**src/rtl/sac_pkg.sv**
```systemverilog
package sac_pkg;

    // Gain code field and its saturation point
    localparam int CODE_W      = 6;
    localparam int CODE_MAX    = 40;

    // Fast-attack overlay: smallest step and select width
    localparam int FA_SEL_W    = 2;
    localparam int FA_BASE_HDB = 4;
    localparam int FA_MAX_HDB  = FA_BASE_HDB << ((1 << FA_SEL_W) - 1);

    // Derived output sizes
    localparam int THERM_W     = CODE_MAX + FA_MAX_HDB;
    localparam int ATT_W       = $clog2(THERM_W + 1);

    typedef logic [ATT_W-1:0] att_t;

    typedef struct packed {
        logic [FA_SEL_W-1:0] fa_sel;
        logic [CODE_W-1:0]   gain_code;
    } ctrl_t;

    typedef struct packed {
        logic fast;
        logic en;
    } pins_t;

    // Saturate an out-of-range gain code at the last segment count
    function automatic att_t clamp_code(input logic [CODE_W-1:0] c);
        if (int'(c) > CODE_MAX)
            return att_t'(CODE_MAX);
        return att_t'(c);
    endfunction

    // Overlay size in half-dB units for a select value
    function automatic att_t fa_step(input logic [FA_SEL_W-1:0] s);
        return att_t'(FA_BASE_HDB) << s;
    endfunction

endpackage

```
**src/rtl/sac_sync.sv**
```systemverilog
module sac_sync #(
    parameter int W      = 2,
    parameter int STAGES = 2
) (
    input  logic         clk,
    input  logic         rst,
    input  logic [W-1:0] d,
    output logic [W-1:0] q
);

    logic [STAGES-1:0][W-1:0] stg;

    generate
        if (STAGES == 1) begin : g_single
            always_ff @(posedge clk) begin
                if (rst) stg <= '0;
                else     stg <= d;
            end
        end else begin : g_chain
            always_ff @(posedge clk) begin
                if (rst) stg <= '0;
                else     stg <= {stg[STAGES-2:0], d};
            end
        end
    endgenerate

    assign q = stg[STAGES-1];

endmodule

```
**src/rtl/sac_decode.sv**
```systemverilog
module sac_decode
    import sac_pkg::*;
(
    input  ctrl_t ctrl,
    input  logic  fast,
    output att_t  code_clamped,
    output att_t  total
);

    att_t overlay;

    always_comb begin
        code_clamped = clamp_code(ctrl.gain_code);
        overlay      = fast ? fa_step(ctrl.fa_sel) : '0;
        total        = code_clamped + overlay;
    end

endmodule

```
**src/rtl/sac_therm.sv**
```systemverilog
module sac_therm
    import sac_pkg::*;
(
    input  logic               clk,
    input  logic               rst,
    input  logic               pd,
    input  att_t               total,
    output logic [THERM_W-1:0] therm_q,
    output att_t               atten_q,
    output logic               pd_q
);

    logic [THERM_W-1:0] therm_next;
    logic [THERM_W-1:0] therm_inc;

    // One comparator per segment; power-down lights them all
    generate
        for (genvar i = 0; i < THERM_W; i++) begin : g_seg
            localparam att_t IDX = att_t'(i);
            assign therm_next[i] = pd | (total > IDX);
        end
    endgenerate

    always_ff @(posedge clk) begin
        if (rst) begin
            therm_q <= '1;
            atten_q <= att_t'(THERM_W);
            pd_q    <= 1'b1;
        end else begin
            therm_q <= therm_next;
            atten_q <= pd ? att_t'(THERM_W) : total;
            pd_q    <= pd;
        end
    end

    assign therm_inc = therm_q + {{(THERM_W-1){1'b0}}, 1'b1};

    // a single run of ones anchored at bit 0
    a_r5_therm_shape: assert property (@(posedge clk) disable iff (rst)
        (therm_inc & therm_q) == '0);

    // segment count equals the reported attenuation
    a_r5_count_match: assert property (@(posedge clk) disable iff (rst)
        $countones(therm_q) == int'(atten_q));

    // power-down lights every segment
    a_r6_pd_all_ones: assert property (@(posedge clk) disable iff (rst)
        pd_q |-> (&therm_q));

endmodule

```
**src/rtl/step_atten_ctrl.sv**
```systemverilog
module step_atten_ctrl
    import sac_pkg::*;
#(
    parameter int SYNC_STAGES = 2
) (
    input  logic               clk,
    input  logic               rst,
    input  logic [7:0]         ctrl_byte,
    input  logic               fast_atk_in,
    input  logic               enable_in,
    output logic [THERM_W-1:0] therm_word,
    output logic [ATT_W-1:0]   atten_hdb,
    output logic               pwr_down
);

    ctrl_t ctrl;
    pins_t pins_raw;
    pins_t pins_s;
    att_t  code_clamped;
    att_t  total;

    assign ctrl     = ctrl_t'(ctrl_byte);
    assign pins_raw = '{fast: fast_atk_in, en: enable_in};

    sac_sync #(.W($bits(pins_t)), .STAGES(SYNC_STAGES)) u_sync (
        .clk (clk),
        .rst (rst),
        .d   (pins_raw),
        .q   (pins_s)
    );

    sac_decode u_decode (
        .ctrl         (ctrl),
        .fast         (pins_s.fast),
        .code_clamped (code_clamped),
        .total        (total)
    );

    sac_therm u_therm (
        .clk     (clk),
        .rst     (rst),
        .pd      (~pins_s.en),
        .total   (total),
        .therm_q (therm_word),
        .atten_q (atten_hdb),
        .pd_q    (pwr_down)
    );

    // with no overlay the output follows the clamped code
    a_r1_plain_code: assert property (@(posedge clk) disable iff (rst)
        (pins_s.en && !pins_s.fast) |=> (atten_hdb == $past(code_clamped)));

    // without the overlay, attenuation never passes the saturation point
    a_r2_no_overflow: assert property (@(posedge clk) disable iff (rst)
        (pins_s.en && !pins_s.fast) |=> (int'(atten_hdb) <= CODE_MAX));

    // the overlay adds at least its smallest step and stays in range
    a_r3_overlay_range: assert property (@(posedge clk) disable iff (rst)
        (pins_s.en && pins_s.fast) |=>
            (int'(atten_hdb) >= int'($past(code_clamped)) + FA_BASE_HDB &&
             int'(atten_hdb) <= THERM_W));

    // the power-down flag follows the synchronized enable
    a_r6_pd_follows_en: assert property (@(posedge clk) disable iff (rst)
        1'b1 |=> (pwr_down == !$past(pins_s.en)));

endmodule

```
**config.mk**
```make
export PLATFORM = sky130hd
export DESIGN_NAME = step_atten_ctrl
export DESIGN_NICKNAME = d
export VERILOG_FILES = /design/src/rtl/sac_pkg.sv /design/src/rtl/sac_sync.sv /design/src/rtl/sac_decode.sv /design/src/rtl/sac_therm.sv /design/src/rtl/step_atten_ctrl.sv
export SDC_FILE = /design/constraint.sdc
export NUM_CORES = 1
export LEC_CHECK = 0
export BUFFER_PORTS_ARGS = -buffer_cell sky130_fd_sc_hd__buf_2
export CAP_MARGIN = 20
export CORE_UTILIZATION = 45
export CTS_BUF_LIST = sky130_fd_sc_hd__clkbuf_4 sky130_fd_sc_hd__clkbuf_8
export DETAILED_ROUTE_END_ITERATION = 10
export PLACE_DENSITY = 0.72
export SYNTH_ARGS = -nofsm -noshare
export SYNTH_HDL_FRONTEND = slang
export SYNTH_HIERARCHICAL = 1
export SYNTH_SLANG_ARGS = --single-unit
export TNS_END_PERCENT = 1
```
**constraint.sdc**
```tcl
create_clock -name clk -period 3.44 [get_ports clk]
set_input_delay 0.688 -clock clk [delete_from_list [all_inputs] [get_ports clk]]
set_output_delay 0.688 -clock clk [all_outputs]
set_load 0.005 [all_outputs]
```
### After elaboration in Yosys (flattened, before gate mapping)

Cells that the tools add are included.

| word-level totals | value |
|---|---|
| register bits | 84 |
| input bits | 12 |
| output and inout port bits | 80 |
| word-level logic and storage cells | 158 |

| operators by class | value |
|---|---|
| add/subtract/negate cells | 1 |
| magnitude comparators | 73 |
| shift-type cells | 1 |
| multiplexer cells | 4 |
| bitwise gates (word level) | 73 |
| reductions and logical operators | 1 |

Operators with widths:

| operator | number |
|---|---|
| 7-bit by 6-bit greater-than comparator with 1-bit output (second input constant) | 32 |
| 7-bit by 5-bit greater-than comparator with 1-bit output (second input constant) | 16 |
| 1-bit OR | 72 |
| 7-bit by 4-bit greater-than comparator with 1-bit output (second input constant) | 8 |
| 7-bit greater-than comparator (second input constant) | 8 |
| 7-bit by 3-bit greater-than comparator with 1-bit output (second input constant) | 4 |
| 7-bit two-way mux | 3 |
| 7-bit by 1-bit greater-than comparator with 1-bit output (second input constant) | 2 |
| 7-bit by 2-bit greater-than comparator with 1-bit output (second input constant) | 2 |
| 7-bit adder | 1 |
| 3-bit by 2-bit left shift with 7-bit output (first input constant) | 1 |
| 6-bit greater-than comparator (second input constant) | 1 |
| 2-bit OR reduction | 1 |
| 1-bit two-way mux | 1 |
| 1-bit NOT | 1 |

### Logic depth before layout (Yosys ltp)

Gate-level depths: netlist of the first run.

| logic depth | value |
|---|---|
| depth in word-level cells | 6 |
| mapped depth | 14 |
| depth with buffers taken out | 14 |

### By module

Netlist of the first run, hierarchy kept.

By module, submodules not included:

| module | instances | cells an instance | area an instance (um^2) | sequential area each (um^2) |
|---|---|---|---|---|
| sac_therm | 1 | 250 | 2469.9 | 1601.5 |
| sac_decode | 1 | 32 | 230.2 | 0.0 |
| sac_sync | 1 | 10 | 120.1 | 80.1 |
| step_atten_ctrl | 1 | 1 | 3.8 | 0.0 |

### Worst setup path before layout of the first run

Ideal clock, no wire load.

| timing path | value |
|---|---|
| path kind | input -> register |
| start point | in ctrl_byte[4] |
| end point | reg u_therm.therm_q[51] |
| library setup time | 0.123 ns |
| data arrival time | 2.619 ns |
| data required time | 3.317 ns |
| path slack | 0.697 ns |
| stages | 11 |
| path buffers | 0 |
| cell sequence | o21ai_0 -> and2_1 -> ha_1 -> inv_1 -> fa_1 -> nor2b_1 -> o21ai_0 -> nand2b_1 -> and4bb_2 -> and2_1 -> or2_2 |

| between the ends | value |
|---|---|
| longest elaborated chain between the ends | 6 |

RTL lines:

| item | RTL line | RTL |
|---|---|---|
| start: declaration | step_atten_ctrl.sv:8 | `input logic [7:0] ctrl_byte,` |
| 6-bit greater-than comparator | sac_pkg.sv:30 | `if (int'(c) > CODE_MAX)` |
| 1-bit two-way mux | sac_pkg.sv:30 |  |
| 7-bit two-way mux | sac_pkg.sv:32 | `return att_t'(c);` |
| net code_clamped[2] | step_atten_ctrl.sv:19 | `att_t code_clamped;` |
| 7-bit adder | sac_decode.sv:15 | `total = code_clamped + overlay;` |
| net total[6] | step_atten_ctrl.sv:20 | `att_t total;` |
| 7-bit by 6-bit greater-than comparator with 1-bit output | sac_therm.sv:20 | `assign therm_next[i] = pd \| (total > IDX);` |
| 1-bit OR | sac_therm.sv:20 |  |
| end signal: assignment | sac_therm.sv:30 | `therm_q <= therm_next;` |
| end: declaration | sac_therm.sv:8 | `output logic [THERM_W-1:0] therm_q,` |

The timed path passes the listed nets, and every way through them passes these cells.
A chain may end at the register's enable or synchronous reset.

### Worst setup path after layout of the first run

| timing path | value |
|---|---|
| start point | in ctrl_byte[4] |
| end point | reg u_therm.therm_q[2] |

| between the ends | value |
|---|---|
| longest elaborated chain between the ends | 6 |

RTL lines:

| item | RTL line |
|---|---|
| 6-bit greater-than comparator | sac_pkg.sv:30 |
| 1-bit two-way mux | sac_pkg.sv:30 |
| 7-bit two-way mux | sac_pkg.sv:32 |
| net code_clamped[2] | step_atten_ctrl.sv:19 |
| 7-bit adder | sac_decode.sv:15 |
| net total[3] | step_atten_ctrl.sv:20 |
| 7-bit by 2-bit greater-than comparator with 1-bit output | sac_therm.sv:20 |
| 1-bit OR | sac_therm.sv:20 |

The timed path passes the listed nets, and every way through them passes these cells.

==> flow_metrics.tcl, run 1 <==
set metrics [dict create \
    outcome "finished, final reports clean" \
    report.power.total_mw 1.834 \
    routed_wl_um 6095 \
    syn_avg_cell_area_um2 9.666 \
    antenna_cells 0 \
    cp_data_arrival_time_ns 3.01 \
    rows 28 \
    layout-drive-gt1-share_pct 32.98 \
    r2r_start "u_sync/q[1]" \
    hold_viol 0 \
    post-route-period-util_pct 80.35 \
    cts_resized 0 \
    critPathCaptureType "register" \
    syn_inst 291 \
    setup_violations 0 \
    die_h_um 81.06 \
    cts.sinks 84 \
    syn_to_final_growth_pct 24.47 \
    hp-class "reg -> reg" \
    power.density_nw_per_um2 523.8 \
    switching_power_uw 449.1 \
    wire_per_inst_um 13.34 \
    grt_max_degree 24 \
    cp.required_ns 3.68 \
    min_to "u_sync/q[0]" \
    crit_path_max_fanout 14 \
    first_pass_iters 4 \
    reg2regPathDepth 9 \
    hold_start "u_sync/stg[0]" \
    ys_warn_count 6 \
    maxSlewHeadroom_pct 54.30 \
    io_buffers 91 \
    overflow 0 \
    p_seq_share_pct 54.5 \
    final_area_um2 3501 \
    drt-met1-wl_um 2717 \
    nNetsFinal 394 \
    antenna_found_initial 0 \
    rsz0062_at_grt "no" \
    coreArea_um2 5991 \
    final_common_cell "buf_2" \
    startpoint_type "input pin" \
    grt_pass1_vias 1943 \
    cts-root-buf "clkbuf_8" \
    initial_utilization_pct 46.95 \
    cts_max_path_buffers 2 \
    r2r-end "u_therm/therm_q[2]" \
    hpwl_um 4386 \
    p_sw_share_pct 24.49 \
    numCtsBuffers 9 \
    drv_cap 0 \
    synth.net_count 308 \
    fin_skew_ns 0.004466 \
    fin_crit_ns 2.764 \
    post-cts-setup-buffers 0 \
    worst_pin_slew_ns 0.6856 \
    avgViaCountPerCell 4.910 \
    cellLeakagePower_nw 1.390 \
    num_vias 2244 \
    grt_pass1_wl_um 9211 \
    p_int_mw 1.385 \
    p_comb_share_pct 7.9 \
    die-width_um 81.06 \
    dieArea_um2 6571 \
    drt_iter0_markers 157 \
    ctsHtreeMaxLevel 3 \
    r2r_slack_ns 0.89 \
    dp_slack_ns 0.3102 \
    drc 0 \
    syn_area_um2 2813 \
    hold_depth 1 \
    place_area_um2 3302 \
    track_usage_pct 19.32 \
    ir_worst_vdd_mv 0.2654 \
    finalWeightedCongestion 0.8038 \
    clkLatencyLatePin_ns 0.35 \
    final-max-slew-violation-count 0 \
    wl_met3_um 450 \
    routed.top_layer "met4" \
    cts.clk_slew.worst_paths_ns 0.09 \
    ant_nets 0 \
    io_pins 92 \
    cts_tree "built" \
    whs_ns 0.4441 \
    path_class "in -> reg" \
    max_freq_ghz 0.3618 \
    wl_met2_um 2841 \
    instances_no_fill 457 \
    utilization_pct 58.44 \
    p_clk_share_pct 37.6 \
    final_cell_mix "buf_2 (91), dfxtp_1 (84), nand2_1 (47)" \
    setup_tns_ns 0 \
    ctsHoldBuffers 0 \
    fin_ws_ns 0.6759 \
    place_inst 441 \
]
## power groups by stage
stage               logic (mW)  registers (mW)  clock network [mW]
CTS                      0.144           0.999               0.701
detailed placement       0.143            1.02                   0
floorplan               0.0926            1.02                   0
global placement         0.141            1.02                   0
finish                   0.145           0.999               0.690
global route             0.162            1.00               0.741
## critical path, cell delays in order
cell	delay, ns
buf_2	0.11
o21ai_0	0.21
and2_1	0.16
ha_1	0.16
inv_1	0.06
fa_1	0.47
inv_1	0.15
buf_4	0.23
or2_2	0.39
nor2_2	0.27
nand2_1	0.10
## layer usage
metal	global-route usage [%]	up-vias
li1	-	1124
met1	24.17	1018
met2	30.25	93
met3	6.966	9
met4	7.500	0
met5	0	-
## worst max-delay path by stage
stage            startpoint             endpoint  slack, ns  cells after the start
6_report       ctrl_byte[4]   u_therm/therm_q[2]       0.68                     11
5_1_grt        ctrl_byte[5]   u_therm/therm_q[2]       0.42                     15
4_1_cts        ctrl_byte[4]   u_therm/therm_q[2]       0.69                     11
3_5_place_dp   ctrl_byte[4]   u_therm/therm_q[2]       0.31                     11
3_3_place_gp   ctrl_byte[4]  u_therm/therm_q[46]       0.38                     11
2_1_floorplan  ctrl_byte[4]  u_therm/therm_q[51]       0.70                     11
## sequential cells by signal (all words and copies together), names as in the netlist
register	flops
u_therm/therm_q	72
u_therm/atten_q	7
u_sync/q	2
u_sync/stg	2
u_therm/pd_q	1
## final cells by class
type                            instances  area [um2]
Sequential cell                        84        1682
Inverter                               15       56.30
Fill cell                             510        2490
Timing Repair Buffer                   97       500.5
Tap cell                               75       93.84
Clock inverter                          7       75.07
Clock buffer                            9       123.9
Multi-Input combinational cell        170       969.7
Note: power is estimated with default switching activity, not from simulation.
==> inputs of run 2 (changes only) <==
--- a/config.mk
+++ b/config.mk
@@ -10,7 +10,7 @@
 export CORE_UTILIZATION = 45
 export CTS_BUF_LIST = sky130_fd_sc_hd__clkbuf_4 sky130_fd_sc_hd__clkbuf_8
 export DETAILED_ROUTE_END_ITERATION = 10
-export PLACE_DENSITY = 0.72
+export PLACE_DENSITY = 0.75
 export SYNTH_ARGS = -nofsm -noshare
 export SYNTH_HDL_FRONTEND = slang
 export SYNTH_HIERARCHICAL = 1
==> constraint.sdc (replaced) <==
create_clock -name clk -period 2.3 [get_ports clk]
set_input_delay 0.46 -clock clk [delete_from_list [all_inputs] [get_ports clk]]
set_output_delay 0.46 -clock clk [all_outputs]
set_load 0.005 [all_outputs]
==> flow_metrics.tcl, run 2 (synthesis gave the netlist of run 1 again) <==
set metrics [dict create \
    post-route-period-util_pct 100.5 \
    setup_violations 1 \
    utilization_pct 63.68 \
    cts.clk_slew.worst_paths_ns 0.09 \
    grt_pass1_wl_um 9694 \
    largest_reg_flops 72 \
    slowest_delay_ns 0.35 \
    drt_iter0_markers 189 \
    grt_max_degree 18 \
    routed_wl_um 6336 \
    num_vias 2340 \
    final_cell_mix "buf_2 (91), dfxtp_1 (83), nand2_1 (45)" \
    min_to "u_sync/stg[0]" \
    hp-class "in -> reg" \
    nNetsFinal 424 \
    crit_buf_inv 3 \
    cts.sinks 84 \
    hpwl_um 4577 \
    avgViaCountPerCell 4.805 \
    final-max-slew-violation-count 0 \
    finalWeightedCongestion 0.8262 \
    power.density_nw_per_um2 745.4 \
    maxSlewHeadroom_pct 76.83 \
    antenna_found_initial 0 \
    layout-drive-gt1-share_pct 41.75 \
    track_usage_pct 19.95 \
    max_flop_register "u_therm/therm_q" \
    cp_data_arrival_time_ns 2.55 \
    initial_utilization_pct 46.95 \
    path_delay_family "simple AND/OR/NAND/NOR gates" \
    dieArea_um2 6571 \
    cts_max_path_buffers 2 \
    cts_tree "built" \
    startpoint_type "register" \
    reg_top3 "u_therm/therm_q (72), u_therm/atten_q (7)" \
    critPathCaptureType "register" \
    hold_start "enable_in" \
    hold_viol 0 \
    path_cells "buf_6, nand2_2, nor2_2, ha_1, nor2b_1, o21ai_1, nand2b_1, nor3_4, inv_2, nor2_4, inv_4, or3_1" \
    antenna_cells 0 \
    r2r_start "u_sync/q[1]" \
    worst_pin_slew_ns 0.3475 \
    ant_nets 0 \
    fill_cells 484 \
    r2r_slack_ns -0.01 \
    grt_pass1_vias 2047 \
    io_buffers 91 \
    report.power.total_mw 2.844 \
    rsz0062_at_grt "yes" \
    drv_cap 0 \
    fin_ws_ns -0.01114 \
    r2r-end "u_therm/therm_q[3]" \
    fin_skew_ns 0.01282 \
    multiInputGateArea_um2 1040 \
    whs_ns 0.3069 \
    seq_area_um2 1683 \
    wire_per_inst_um 13.01 \
    coreArea_um2 5991 \
    die_h_um 81.06 \
    drc 0 \
    crit_path_max_fanout 5 \
    final_common_cell "buf_2" \
    ctsHtreeMaxLevel 3 \
    hold_depth 2 \
    overflow 0 \
    cellLeakagePower_nw 1.550 \
    path_class "reg -> reg" \
    first_pass_iters 4 \
    die-width_um 81.06 \
    ir_worst_vdd_mv 0.6008 \
    clkLatencyLatePin_ns 0.35 \
    numCtsBuffers 9 \
    cts-root-buf "clkbuf_8" \
    crit_slowest_cell "or3_1" \
    outcome "complete, but fails checks" \
    fin_crit_ns 2.311 \
    max_freq_ghz 0.4327 \
    syn_to_final_growth_pct 35.63 \
    rows 28 \
    io_pins 92 \
    setup_tns_ns -0.01114 \
    cp.required_ns 2.54 \
    failed_checks "negative setup slack" \
    reg2regPathDepth 12 \
]
run 2: metrics by stage:
stage               setup slack, ns  instance area (um2)  std cells
floorplan                  -0.08152                 2838        291
global placement            -0.3091                 3522        467
detailed placement          -0.3747                 3522        467
CTS                       -0.003867                 3744        483
global route                -0.1270                 3815        487
finish                     -0.01114                 3815        487
run 2: final cells by class:
class / count / share of cell area [%]
clock buffer: 9 / 3.247
clock inverter: 7 / 2.165
inverter: 15 / 1.541
multi-input combinational: 170 / 27.25
sequential: 84 / 44.11
tap: 75 / 2.460
timing repair buffer: 127 / 19.22
run 2: worst max-delay path by stage:
stage | start | endpoint | slack [ns] | cells past startpoint
CTS | u_sync/q[1] | u_therm/therm_q[3] | -0.004 | 7
detailed placement | ctrl_byte[3] | u_therm/therm_q[2] | -0.37 | 10
floorplan | ctrl_byte[3] | u_therm/therm_q[51] | -0.08 | 11
finish | u_sync/q[1] | u_therm/therm_q[3] | -0.01 | 12
global route | u_sync/q[1] | u_therm/therm_q[3] | -0.13 | 12
global placement | ctrl_byte[3] | u_therm/therm_q[2] | -0.31 | 10
run 2: report_power, final:
group | leakage (nW) | total (mW) | internal (mW) | switching (mW)
Combinational | 0.766 | 0.276 | 0.120 | 0.156
Sequential | 0.685 | 1.49 | 1.49 | 0.00856
Clock | 0.0984 | 1.07 | 0.518 | 0.555
run 2: repair_timing:
action                                  in CTS  in global routing
endpoints found under the setup margin      28                 45
buffers inserted                             0                  4
pin swaps                                    2                 11
gates resized for setup                      4                 14
hold buffers                                 0                  0
run 2: routing by layer:
layer  up-vias  global-route usage [%]  part of all wire [%]
met5         -                       0                     0
met3        12                   5.506                   8.3
met2        97                   32.44                    48
li1       1181                       -                     -
met1      1050                   24.84                    42
met4         0                   8.214                   1.6
==> inputs of run 3 (changes only) <==
--- a/config.mk
+++ b/config.mk
@@ -5,6 +5,7 @@
 export SDC_FILE = /design/constraint.sdc
 export NUM_CORES = 1
 export LEC_CHECK = 0
+export ABC_AREA = 1
 export BUFFER_PORTS_ARGS = -buffer_cell sky130_fd_sc_hd__buf_2
 export CAP_MARGIN = 20
 export CORE_UTILIZATION = 45
==> flow_metrics.tcl, run 3 <==
set metrics [dict create \
    numCtsBuffers 9 \
    final_cell_mix "buf_2 (91), dfxtp_1 (84), nand2_1 (79)" \
    avgViaCountPerCell 4.869 \
    reg2regPathDepth 10 \
    fill_cells 532 \
    max_freq_ghz 0.4468 \
    coreArea_um2 6026 \
    die_h_um 81.85 \
    setup_violations 0 \
    synth.net_count 357 \
    crit_path_max_fanout 5 \
    slowest_delay_ns 0.40 \
    track_usage_pct 21.78 \
    max_flop_register "u_therm/therm_q" \
    dp_slack_ns -0.2304 \
    cp_common_cell "inv_1" \
    rows 28 \
    p_sw_share_pct 24.29 \
    critPathCaptureType "register" \
    drc 0 \
    fin_ws_ns 0.06190 \
    post-route-period-util_pct 97.31 \
    cp.required_ns 2.60 \
    grt_max_degree 24 \
    drt_iter0_markers 123 \
    nNetsFinal 481 \
    cellLeakagePower_nw 1.677 \
    final_common_cell "buf_2" \
    cts.sinks 84 \
    power.density_nw_per_um2 764.0 \
    cts_max_path_buffers 2 \
    syn_area_um2 2869 \
    switching_power_uw 721.9 \
    outcome "finished, final reports clean" \
    ir_worst_vdd_mv 0.4537 \
    first_pass_iters 5 \
    path_class "reg -> reg" \
    ant_nets 0 \
    wire_per_inst_um 12.83 \
    multiInputGateArea_um2 998.5 \
    cts_tree "built" \
    reg_top3 "u_therm/therm_q (72), u_therm/atten_q (7)" \
    overflow 0 \
    final-max-slew-violation-count 0 \
    crit_buf_inv 3 \
    rsz0062_at_grt "yes" \
    antenna_found_initial 0 \
    ctsHtreeMaxLevel 3 \
    grt_pass1_wl_um 10670 \
    clkLatencyLatePin_ns 0.35 \
    crit_slowest_cell "fa_2" \
    p_clk_share_pct 39.6 \
    p_int_mw 2.250 \
    seq_area_um2 1682 \
    p_comb_share_pct 10.1 \
    final_area_um2 3890 \
    routed_wl_um 6977 \
    dieArea_um2 6699 \
    startpoint_type "register" \
    io_buffers 91 \
    crit_cells 10 \
    largest_reg_flops 72 \
    syn_avg_cell_area_um2 8.438 \
    finalWeightedCongestion 0.8830 \
    cts.clk_slew.worst_paths_ns 0.08 \
    path_delay_family "adder cells" \
    worst_pin_slew_ns 0.6421 \
    p_seq_share_pct 50.3 \
    fin_skew_ns 0.007171 \
    hold_viol 0 \
    cts-root-buf "clkbuf_8" \
    post-cts-setup-buffers 0 \
    report.power.total_mw 2.972 \
    hpwl_um 5007 \
    fin_crit_ns 2.238 \
    layout-drive-gt1-share_pct 34.33 \
    num_vias 2649 \
    path_cells "inv_1, nor3_1, ha_1, inv_1, fa_2, xnor2_4, nand2_1, o21ai_1, inv_1, nand3_1" \
    cp_data_arrival_time_ns 2.54 \
    hp-class "in -> reg" \
    grt_pass1_vias 2386 \
    syn_inst 340 \
    maxSlewHeadroom_pct 57.14 \
    io_pins 92 \
    syn_to_final_growth_pct 35.59 \
    hold_depth 3 \
    drv_cap 0 \
    place_area_um2 3618 \
    initial_utilization_pct 47.61 \
    ys_warn_count 6 \
    antenna_cells 0 \
    die-width_um 81.85 \
]
## run 3: metal layers
metal / GRT usage [%] / up-vias / routed length [um] / share of wire, %
li1: - / 1305 / - / -
met1: 26.71 / 1209 / 2969 / 43
met2: 34.55 / 118 / 3371 / 48
met3: 5.556 / 17 / 492 / 7.1
met4: 12.28 / 0 / 143 / 2.0
met5: 0 / - / 0 / 0
## run 3: final timing paths
kind / start / end / slack (ns)
setup / recovery: u_sync/q[1] / u_therm/therm_q[50] / 0.06
setup reg to reg: u_sync/q[1] / u_therm/therm_q[50] / 0.06
hold reg to reg: u_sync/stg[1] / u_sync/q[1] / 0.41
hold / removal: fast_atk_in / u_sync/stg[1] / 0.31
## run 3: metrics by stage
step	utilization (%)	hold WS (ns)	setup TNS, ns	std cells
after floorplan	-	0.3883	-0.1253	340
after global placement	60.05	0.3886	-7.573	528
after detailed placement	60.05	0.4011	-9.642	528
after CTS	63.89	0.2972	0	544
after global routing	64.56	0.3095	-0.3586	544
final	64.56	0.3082	0	544
## run 3: what timing repair did
item	CTS	global route
gates resized for setup	0	10
hold buffers	0	0
endpoints found under the setup margin	0	38
## run 3: worst reg2reg max path: stages (launching register included)
cell     delay (ns)
dfxtp_1        0.35
inv_1          0.06
nor3_1         0.19
ha_1           0.22
inv_1          0.06
fa_2           0.40
xnor2_4        0.25
nand2_1        0.16
o21ai_1        0.29
inv_1          0.13
nand3_1        0.09
## run 3: layout make-up
| type | count | area share [%] |
|---|---|---|
| Multi-Input combinational cell | 201 | 25.67 |
| Sequential cell | 84 | 43.23 |
| Clock inverter | 6 | 2.412 |
| Timing Repair Buffer | 125 | 18.59 |
| Tap cell | 75 | 2.412 |
| Clock buffer | 10 | 3.538 |
| Inverter | 43 | 4.149 |
## run 3: power groups by stage
stage | Clock (mW) | Combinational [mW] | Sequential [mW]
4_1_cts | 1.20 | 0.287 | 1.49
3_5_place_dp | 0 | 0.285 | 1.53
3_3_place_gp | 0 | 0.280 | 1.53
6_report | 1.18 | 0.300 | 1.49
2_1_floorplan | 0 | 0.151 | 1.53
5_1_grt | 1.26 | 0.333 | 1.50
